--- config.mk ---
export PLATFORM = sky130hd
export DESIGN_NAME = sine_par_synth
export DESIGN_NICKNAME = d
export VERILOG_FILES = /design/src/rtl/sine_par_pkg.sv /design/src/rtl/sine_phase_gen.sv /design/src/rtl/sine_lane.sv /design/src/rtl/sine_par_synth.sv
export SDC_FILE = /design/constraint.sdc
export NUM_CORES = 2
export LEC_CHECK = 0
export BUFFER_PORTS_ARGS = -buffer_cell sky130_fd_sc_hd__buf_2
export CELL_PAD_IN_SITES_DETAIL_PLACEMENT = 0
export CELL_PAD_IN_SITES_GLOBAL_PLACEMENT = 1
export CORE_MARGIN = 5
export CORE_UTILIZATION = 40
export CTS_BUF_LIST = sky130_fd_sc_hd__clkbuf_4
export CTS_CLUSTER_DIAMETER = 120
export DETAILED_ROUTE_END_ITERATION = 10
export PLACE_DENSITY_LB_ADDON = 0.1
export SLEW_MARGIN = 15
export SYNTH_ARGS = -nofsm -noshare
export SYNTH_HDL_FRONTEND = slang
export SYNTH_HIERARCHICAL = 1
export SYNTH_SLANG_ARGS = --single-unit
--- constraint.sdc ---
create_clock -name clk -period 13.5 [get_ports clk]
set_clock_uncertainty 0.15 [all_clocks]
set_input_delay 2.7 -clock clk [delete_from_list [all_inputs] [get_ports clk]]
set_output_delay 2.7 -clock clk [all_outputs]
set_load 0.02 [all_outputs]
--- src/rtl/sine_par_pkg.sv ---
package sine_par_pkg;

  // Rounded full-wave sine entry; used only to build the constant table.
  function automatic int sine_entry(int i, int depth, int amp);
    real a;
    a = real'(amp) * $sin(6.283185307179586 * real'(i) / real'(depth));
    if (a >= 0.0) return $rtoi(a + 0.5);
    else return $rtoi(a - 0.5);
  endfunction

  // Linear interpolation between lo and hi by frac / 2^frac_w (floor).
  function automatic int interp_fn(int lo, int hi, int frac, int frac_w);
    int span;
    span = (hi - lo) * frac;
    return lo + (span >>> frac_w);
  endfunction

  // Drop sh bits with round-half-up, then clip to a signed ow-bit range.
  function automatic int round_sat_fn(int v, int sh, int ow);
    int r;
    int top;
    int bot;
    top = (1 << (ow - 1)) - 1;
    bot = -(1 << (ow - 1));
    r = (v + (1 << (sh - 1))) >>> sh;
    if (r > top) r = top;
    else if (r < bot) r = bot;
    return r;
  endfunction

endpackage

--- src/rtl/sine_phase_gen.sv ---
module sine_phase_gen #(
  parameter int LANES   = 4,
  parameter int PHASE_W = 32
) (
  input  logic                              clk,
  input  logic                              rst,
  input  logic                              en,
  input  logic [PHASE_W-1:0]                ftw,
  output logic [LANES-1:0][PHASE_W-1:0]     lane_phase
);

  logic [PHASE_W-1:0] acc_q;
  logic [PHASE_W-1:0] word_step;

  assign word_step = ftw * PHASE_W'(LANES);

  always_ff @(posedge clk) begin
    if (rst)     acc_q <= '0;
    else if (en) acc_q <= acc_q + word_step;
  end

  for (genvar k = 0; k < LANES; k++) begin : g_lane
    assign lane_phase[k] = acc_q + ftw * PHASE_W'(k);
  end

  // accumulator frozen while disabled
  p_acc_hold_r7: assert property (@(posedge clk) disable iff (rst)
    !en |=> $stable(acc_q));

endmodule

--- src/rtl/sine_lane.sv ---
module sine_lane #(
  parameter int ADDR_W = 8,
  parameter int FRAC_W = 8,
  parameter int TBL_W  = 16,
  parameter int OUT_W  = 14
) (
  input  logic                       clk,
  input  logic                       rst,
  input  logic [ADDR_W+FRAC_W-1:0]   phase,
  output logic signed [OUT_W-1:0]    sample
);
  import sine_par_pkg::*;

  localparam int DEPTH = 1 << ADDR_W;
  localparam int AMP   = (1 << (TBL_W - 1)) - 1;
  localparam int SH    = TBL_W - OUT_W;
  localparam int HALF  = 1 << (SH - 1);
  localparam int SCALE = 1 << SH;
  localparam int OMAX  = (1 << (OUT_W - 1)) - 1;
  localparam int OMIN  = -(1 << (OUT_W - 1));

  logic signed [TBL_W-1:0] rom [DEPTH];

  for (genvar g = 0; g < DEPTH; g++) begin : g_rom
    assign rom[g] = TBL_W'(sine_entry(g, DEPTH, AMP));
  end

  logic [ADDR_W-1:0] idx;
  logic [ADDR_W-1:0] idx_nx;
  logic [FRAC_W-1:0] frac;

  assign idx    = phase[ADDR_W+FRAC_W-1 -: ADDR_W];
  assign idx_nx = idx + ADDR_W'(1);
  assign frac   = phase[FRAC_W-1:0];

  // Stage 1: table reads and fraction
  logic signed [TBL_W-1:0] lo_q;
  logic signed [TBL_W-1:0] hi_q;
  logic [FRAC_W-1:0]       frac_q;

  // Named internal results for the assertions
  int interp_int;
  int rounded_int;

  assign interp_int  = interp_fn(int'(lo_q), int'(hi_q), int'(frac_q), FRAC_W);
  assign rounded_int = round_sat_fn(interp_int, SH, OUT_W);

  always_ff @(posedge clk) begin
    if (rst) begin
      lo_q   <= '0;
      hi_q   <= '0;
      frac_q <= '0;
      sample <= '0;
    end else begin
      lo_q   <= rom[idx];
      hi_q   <= rom[idx_nx];
      frac_q <= frac;
      sample <= OUT_W'(rounded_int);
    end
  end

  // interpolated value lies between its two table entries
  p_interp_bound_r4: assert property (@(posedge clk) disable iff (rst)
    (int'(lo_q) <= int'(hi_q)) ?
      (interp_int >= int'(lo_q) && interp_int <= int'(hi_q)) :
      (interp_int <= int'(lo_q) && interp_int >= int'(hi_q)));

  // output is within half a step of the interpolated value, or clipped
  p_round_r5: assert property (@(posedge clk) disable iff (rst)
    1'b1 |=> ((int'(sample) * SCALE - $past(interp_int) <= HALF) &&
              (int'(sample) * SCALE - $past(interp_int) >= -HALF)) ||
             int'(sample) == OMAX || int'(sample) == OMIN);

endmodule

--- src/rtl/sine_par_synth.sv ---
module sine_par_synth #(
  parameter int LANES   = 4,
  parameter int PHASE_W = 32,
  parameter int ADDR_W  = 8,
  parameter int FRAC_W  = 8,
  parameter int TBL_W   = 16,
  parameter int OUT_W   = 14
) (
  input  logic                     clk,
  input  logic                     rst,
  input  logic                     en,
  input  logic [PHASE_W-1:0]       ftw,
  output logic [LANES*OUT_W-1:0]   samples,
  output logic                     valid
);

  localparam int LAT    = 2;
  localparam int PH_TOP = ADDR_W + FRAC_W;

  logic [LANES-1:0][PHASE_W-1:0] lane_phase;
  logic signed [OUT_W-1:0]       lane_sample [LANES];

  sine_phase_gen #(.LANES(LANES), .PHASE_W(PHASE_W)) u_phase (
    .clk        (clk),
    .rst        (rst),
    .en         (en),
    .ftw        (ftw),
    .lane_phase (lane_phase)
  );

  for (genvar k = 0; k < LANES; k++) begin : g_lane
    sine_lane #(.ADDR_W(ADDR_W), .FRAC_W(FRAC_W), .TBL_W(TBL_W), .OUT_W(OUT_W)) u_lane (
      .clk    (clk),
      .rst    (rst),
      .phase  (lane_phase[k][PHASE_W-1 -: PH_TOP]),
      .sample (lane_sample[k])
    );
    assign samples[k*OUT_W +: OUT_W] = lane_sample[k];
  end

  logic [LAT-1:0] vpipe;

  always_ff @(posedge clk) begin
    if (rst) vpipe <= '0;
    else     vpipe <= {vpipe[LAT-2:0], en};
  end

  assign valid = vpipe[LAT-1];

  // valid follows en two clocks later
  p_valid_rise_r6: assert property (@(posedge clk) disable iff (rst)
    en |=> ##1 valid);
  p_valid_fall_r6: assert property (@(posedge clk) disable iff (rst)
    !en |=> ##1 !valid);

endmodule

[Word-level counts from Yosys, hierarchy flattened]
Memory sizes are Yosys's and may differ from the RTL's. A register that Yosys moved wholly into a read port is not among the register bits.
Index checks and enable logic that the tools add are counted.
Cells by class
  add/sub/neg operators: 20
  $mul: 5
  order comparisons: 8
  muxes and demuxes: 8
  bitwise gates (word level): 8
  reduce and logical (&&, ||, !) cells: 4
Operators with widths (number)
  $add A32 B32 Y32: 4
  $gt A30 B14 Y1 const B: 4
  $lt A30 B14 Y1 const B: 4
  $add A25 B3 Y26 const B: 4
  $mul A17 B9 Y26: 4
  $add A16 B18 Y19: 4
  $not A8 Y9: 8
  $sub A16 B16 Y17: 4
  $mux W14: 4
  $mux W13: 4
  $add A8 B1 Y8 const B: 4
  $mul A32 B2 Y32 const B: 1
  $reduce_or A2 Y1: 4
Word-level totals
  register bits: 122
  memory bits (read-only): 32768
  output and inout bits: 57
  memories kept: 8
Memory list
  (no name shown): depth 256, width 16, rd ports 1, clocked after Yosys merged registers in 1, write ports 0, line sine_lane.sv:56  | hi_q <= rom[idx_nx];
  (no name shown): depth 256, width 16, rd ports 1, clocked after Yosys merged registers in 1, write ports 0, line sine_lane.sv:55  | lo_q <= rom[idx];
  (no name shown): depth 256, width 16, rd ports 1, clocked after Yosys merged registers in 1, write ports 0, line sine_lane.sv:56
  (no name shown): depth 256, width 16, rd ports 1, clocked after Yosys merged registers in 1, write ports 0, line sine_lane.sv:55
  (no name shown): depth 256, width 16, rd ports 1, clocked after Yosys merged registers in 1, write ports 0, line sine_lane.sv:55
  (no name shown): depth 256, width 16, rd ports 1, clocked after Yosys merged registers in 1, write ports 0, line sine_lane.sv:56
  2 more memories

[Depth between registers and ports, before layout]
  word-level depth: 7
  depth in mapped cells: 43
  depth with buffers taken out: 42

[Hierarchy]
Netlist, hierarchy kept.
By module, submodules not included
  sine_lane at g_lane[2].u_lane ...: times used 2, cells each 2512, area an instance 16844.9 sq um
  sine_lane at g_lane[1].u_lane: times used 1, cells each 2533, area an instance 17103.9 sq um
  sine_lane at g_lane[0].u_lane: times used 1, cells each 2518, area an instance 16844.9 sq um
  sine_phase_gen: times used 1, cells each 986, area an instance 7733.7 sq um
  sine_par_synth: times used 1, cells each 4, area an instance 52.6 sq um

[Least setup slack after synthesis]
No wires, ideal clock.
  path kind: register to register
  start point: register g_lane[2].u_lane.hi_q[0]
  end point: register g_lane[2].u_lane.sample[0]
  data arrival time: 9.249 ns
  setup slack: 3.987 ns
  cell stages (with the launch flop): 42
  buffers on the path: 1
  period minus slack after synthesis: 9.513 ns
  cells stage by stage: dfxtp_1 inv_1 ha_1 fa_1 nor2b_1 o21ai_0 a21boi_0 o21ai_0 a21boi_0 o2111ai_1 nand2_1 nor2_1 xnor2_1 nand2_1 fa_1 inv_1 fa_1 fa_1 [6 not listed] a311oi_2 a211oi_1 or3_1 o31a_1 a22o_1 or4_4 nand2_1 xnor2_1 ha_1 ha_1 a21o_1 a2111oi_0 o32ai_1 nand2_1 nor2_1 a31o_2 clkbuf_1 a21o_1
On the way
  cells in the longest elaborated chain, start to end: 7
  elaborated cells between the ends (all ways): 8
RTL lines
  start, declared: line sine_lane.sv:38  | logic signed [TBL_W-1:0] hi_q;
  $sub A16 B16 Y17 (*): line sine_par_pkg.sv:14  | span = (hi - lo) * frac;
  $mul A17 B9 Y26 (*): line sine_par_pkg.sv:14
  $add A16 B18 Y19 (*): line sine_par_pkg.sv:15  | return lo + (span >>> frac_w);
  $add A25 B3 Y26 (*): line sine_par_pkg.sv:25  | r = (v + (1 << (sh - 1))) >>> sh;
  $lt A30 B14 Y1: line sine_par_pkg.sv:27  | else if (r < bot) r = bot;
  $mux W14: line sine_par_pkg.sv:27
  $mux W13 (*): line sine_par_pkg.sv:26  | if (r > top) r = top;
  end signal, assigned: line sine_lane.sv:58  | sample <= OUT_W'(rounded_int);
  end, declared: line sine_lane.sv:10  | output logic signed [OUT_W-1:0] sample
Every way passes the cells marked *; elsewhere a longest branch is shown, timed or not.
A chain may end at the register's enable or synchronous reset.

[Worst setup path in the final report]
  start point: register g_lane[2].u_lane.hi_q[0]
  end point: register g_lane[2].u_lane.sample[8]
Same word-level chain as after synthesis.

==> flow_metrics.env <==
export IMPL_grt_overflow_total=0
export IMPL_antenna_found_initial=35
export IMPL_ioPinCount=92
export IMPL_start_util=0.403
export IMPL_cp_max_fo=13
export IMPL_clock_sinks=248
export IMPL_dp_slack_ns=2.70
export IMPL_critPathKind="flop to flop"
export IMPL_grt_use_total=0.346
export IMPL_cts_hold_buf=0
export IMPL_min_period_ns=10.62
export IMPL_ant_nets=0
export IMPL_rsz0062_at_grt="false"
export IMPL_viasPerCell=6.70
export IMPL_drc=0
export IMPL_syn_area_per_cell_um2=6.82
export IMPL_grt_pass1_vias=83000
export IMPL_hold_path_class="flop to flop"
export IMPL_ctsResizeCount=0
export IMPL_worstMarginPinSlew_ns=1.29
export IMPL_drive_above_1_share=0.0622
export IMPL_syn_area_mm2=0.0748
export IMPL_ff_latch_area_mm2=0.00498
export IMPL_startpoint_type="flop"
export IMPL_crit_slowest_cell="fa_1"
export IMPL_wirelength_um=358000
export IMPL_hold_viol=0
export IMPL_clk_insertion_delay_late_ns=1.01
export IMPL_finalSetupViolCount=0
export IMPL_grt_pass1_wl_um=535000
export IMPL_clk_pin_slew_ns=0.08
export IMPL_layoutNonFillerInstCount=13000
export IMPL_synthesis_nets=12100
export IMPL_drt_pass1_iterations=9
export IMPL_gp_congestion=1.03
export IMPL_area_growth_syn_to_layout_pct=4.65
export IMPL_drt_iter0_drc=12500
export IMPL_cts_tree="yes"
export IMPL_fmax_ghz=0.0942
export IMPL_fp_dieArea_mm2=0.196
export IMPL_vias=86900
export IMPL_cp_end_kind="flop"
export IMPL_period_share=0.787
export IMPL_dp_cells=12800
export IMPL_status="finished clean"
export IMPL_multi_input_area_mm2=0.0639
export IMPL_htree_num_levels=3
export IMPL_io_buffers=91
export IMPL_clockRootBuffer="clkbuf_4"
export IMPL_setup_tns_ns=0
export IMPL_core_area_mm2=0.186
export IMPL_cap_violations=0
export IMPL_cp_arrival_ns=11.30
export IMPL_hpwl_um=255000
export IMPL_rows=158
export IMPL_hold_ws_ns=0.314
export IMPL_wl_per_cell_um=27.6
export IMPL_grt_start_max_net_pins=176
export IMPL_nNetsFinal=11600
export IMPL_cts_setup_buffers=0
export IMPL_cts_buffers=78
export IMPL_setup_slack_ns=2.88
export IMPL_die_y_um=442
export IMPL_die_w_um=442
export IMPL_yosysWarnings=6
export IMPL_slew_viol_final=0
export IMPL_maxSlewHeadroom=0.136
export IMPL_crit_required_ns=14.19
export IMPL_cts_path_max_buffers=3
export IMPL_critical_path_max_stage_delay_ns=0.57
export IMPL_syn_inst=11000
export IMPL_fill_cells=19900
## worst paths after layout
| check | from | endpoint | slack [ns] | cells after the start |
|---|---|---|---|---|
| setup reg to reg | g_lane[2].u_lane/hi_q[0] | g_lane[2].u_lane/sample[8] | 2.88 | 39 |
| hold reg to reg | vpipe[0] | vpipe[1] | 0.31 | 1 |
| hold / removal | vpipe[0] | vpipe[1] | 0.31 | 1 |
| setup / recovery | g_lane[2].u_lane/hi_q[0] | g_lane[2].u_lane/sample[8] | 2.88 | 39 |
## state kept, by name (all words and copies together) (netlist names)
register / flops
g_lane.u_lane/hi_q: 64
g_lane.u_lane/sample: 56
vpipe: 2
g_lane.u_lane/lo_q: 64
u_phase/acc_q: 30
g_lane.u_lane/frac_q: 32
## layout by cell type (no fill, tap or decap), types with 99 or more instances in the layout
master,instances
o211ai_1,256
nor2b_1,124
a311oi_1,147
o311ai_0,120
o21ai_0,920
buf_4,209
a21oi_1,927
and2_1,274
clkbuf_4,99
a21o_1,133
dfxtp_1,241
nand2b_1,102
inv_1,775
nor2_1,1072
nand2_1,1210
a211oi_1,264
nand3_1,287
xnor2_1,150
ha_1,618
nor3_1,308
a31oi_1,183
fa_1,485
## worst max-delay path, delay by kind of cell, from the launching register on
family,cells,cell delay (ns)
compound gates,14,3.74
buf+inv,5,0.27
xor+xnor,3,0.76
simple gates,8,1.72
fa+ha+maj,9,3.50
flops,1,0.32
## layer usage
| metal | wire [µm] | track usage | up-vias |
|---|---|---|---|
| met5 | 96 | 0 | - |
| met4 | 22200 | 0.181 | 14 |
| met3 | 38500 | 0.0754 | 1319 |
| met2 | 155000 | 0.535 | 5724 |
| met1 | 142000 | 0.452 | 41500 |
| li1 | - | - | 38400 |
## metrics by stage
step | instance area (µm²) | util
global route | 78300 | 0.422
global placement | 77200 | 0.416
detailed placement | 77200 | 0.416
CTS | 78200 | 0.421
finish | 78300 | 0.422
floorplan | 74800 | -
## area by class of cell
type,count,share of cell area
inverters,795,0.0381
flip-flops and latches,248,0.0636
clock buffers,99,0.00950
multi-input cells,8988,0.816
well taps,2480,0.0396
diodes,17,0.000544
repair buffers,310,0.0286
clock inverters,42,0.00392
Power is left out: the tool's default activity adds up to more than one toggle a clock period on the data nets, which glitch-free logic cannot reach.
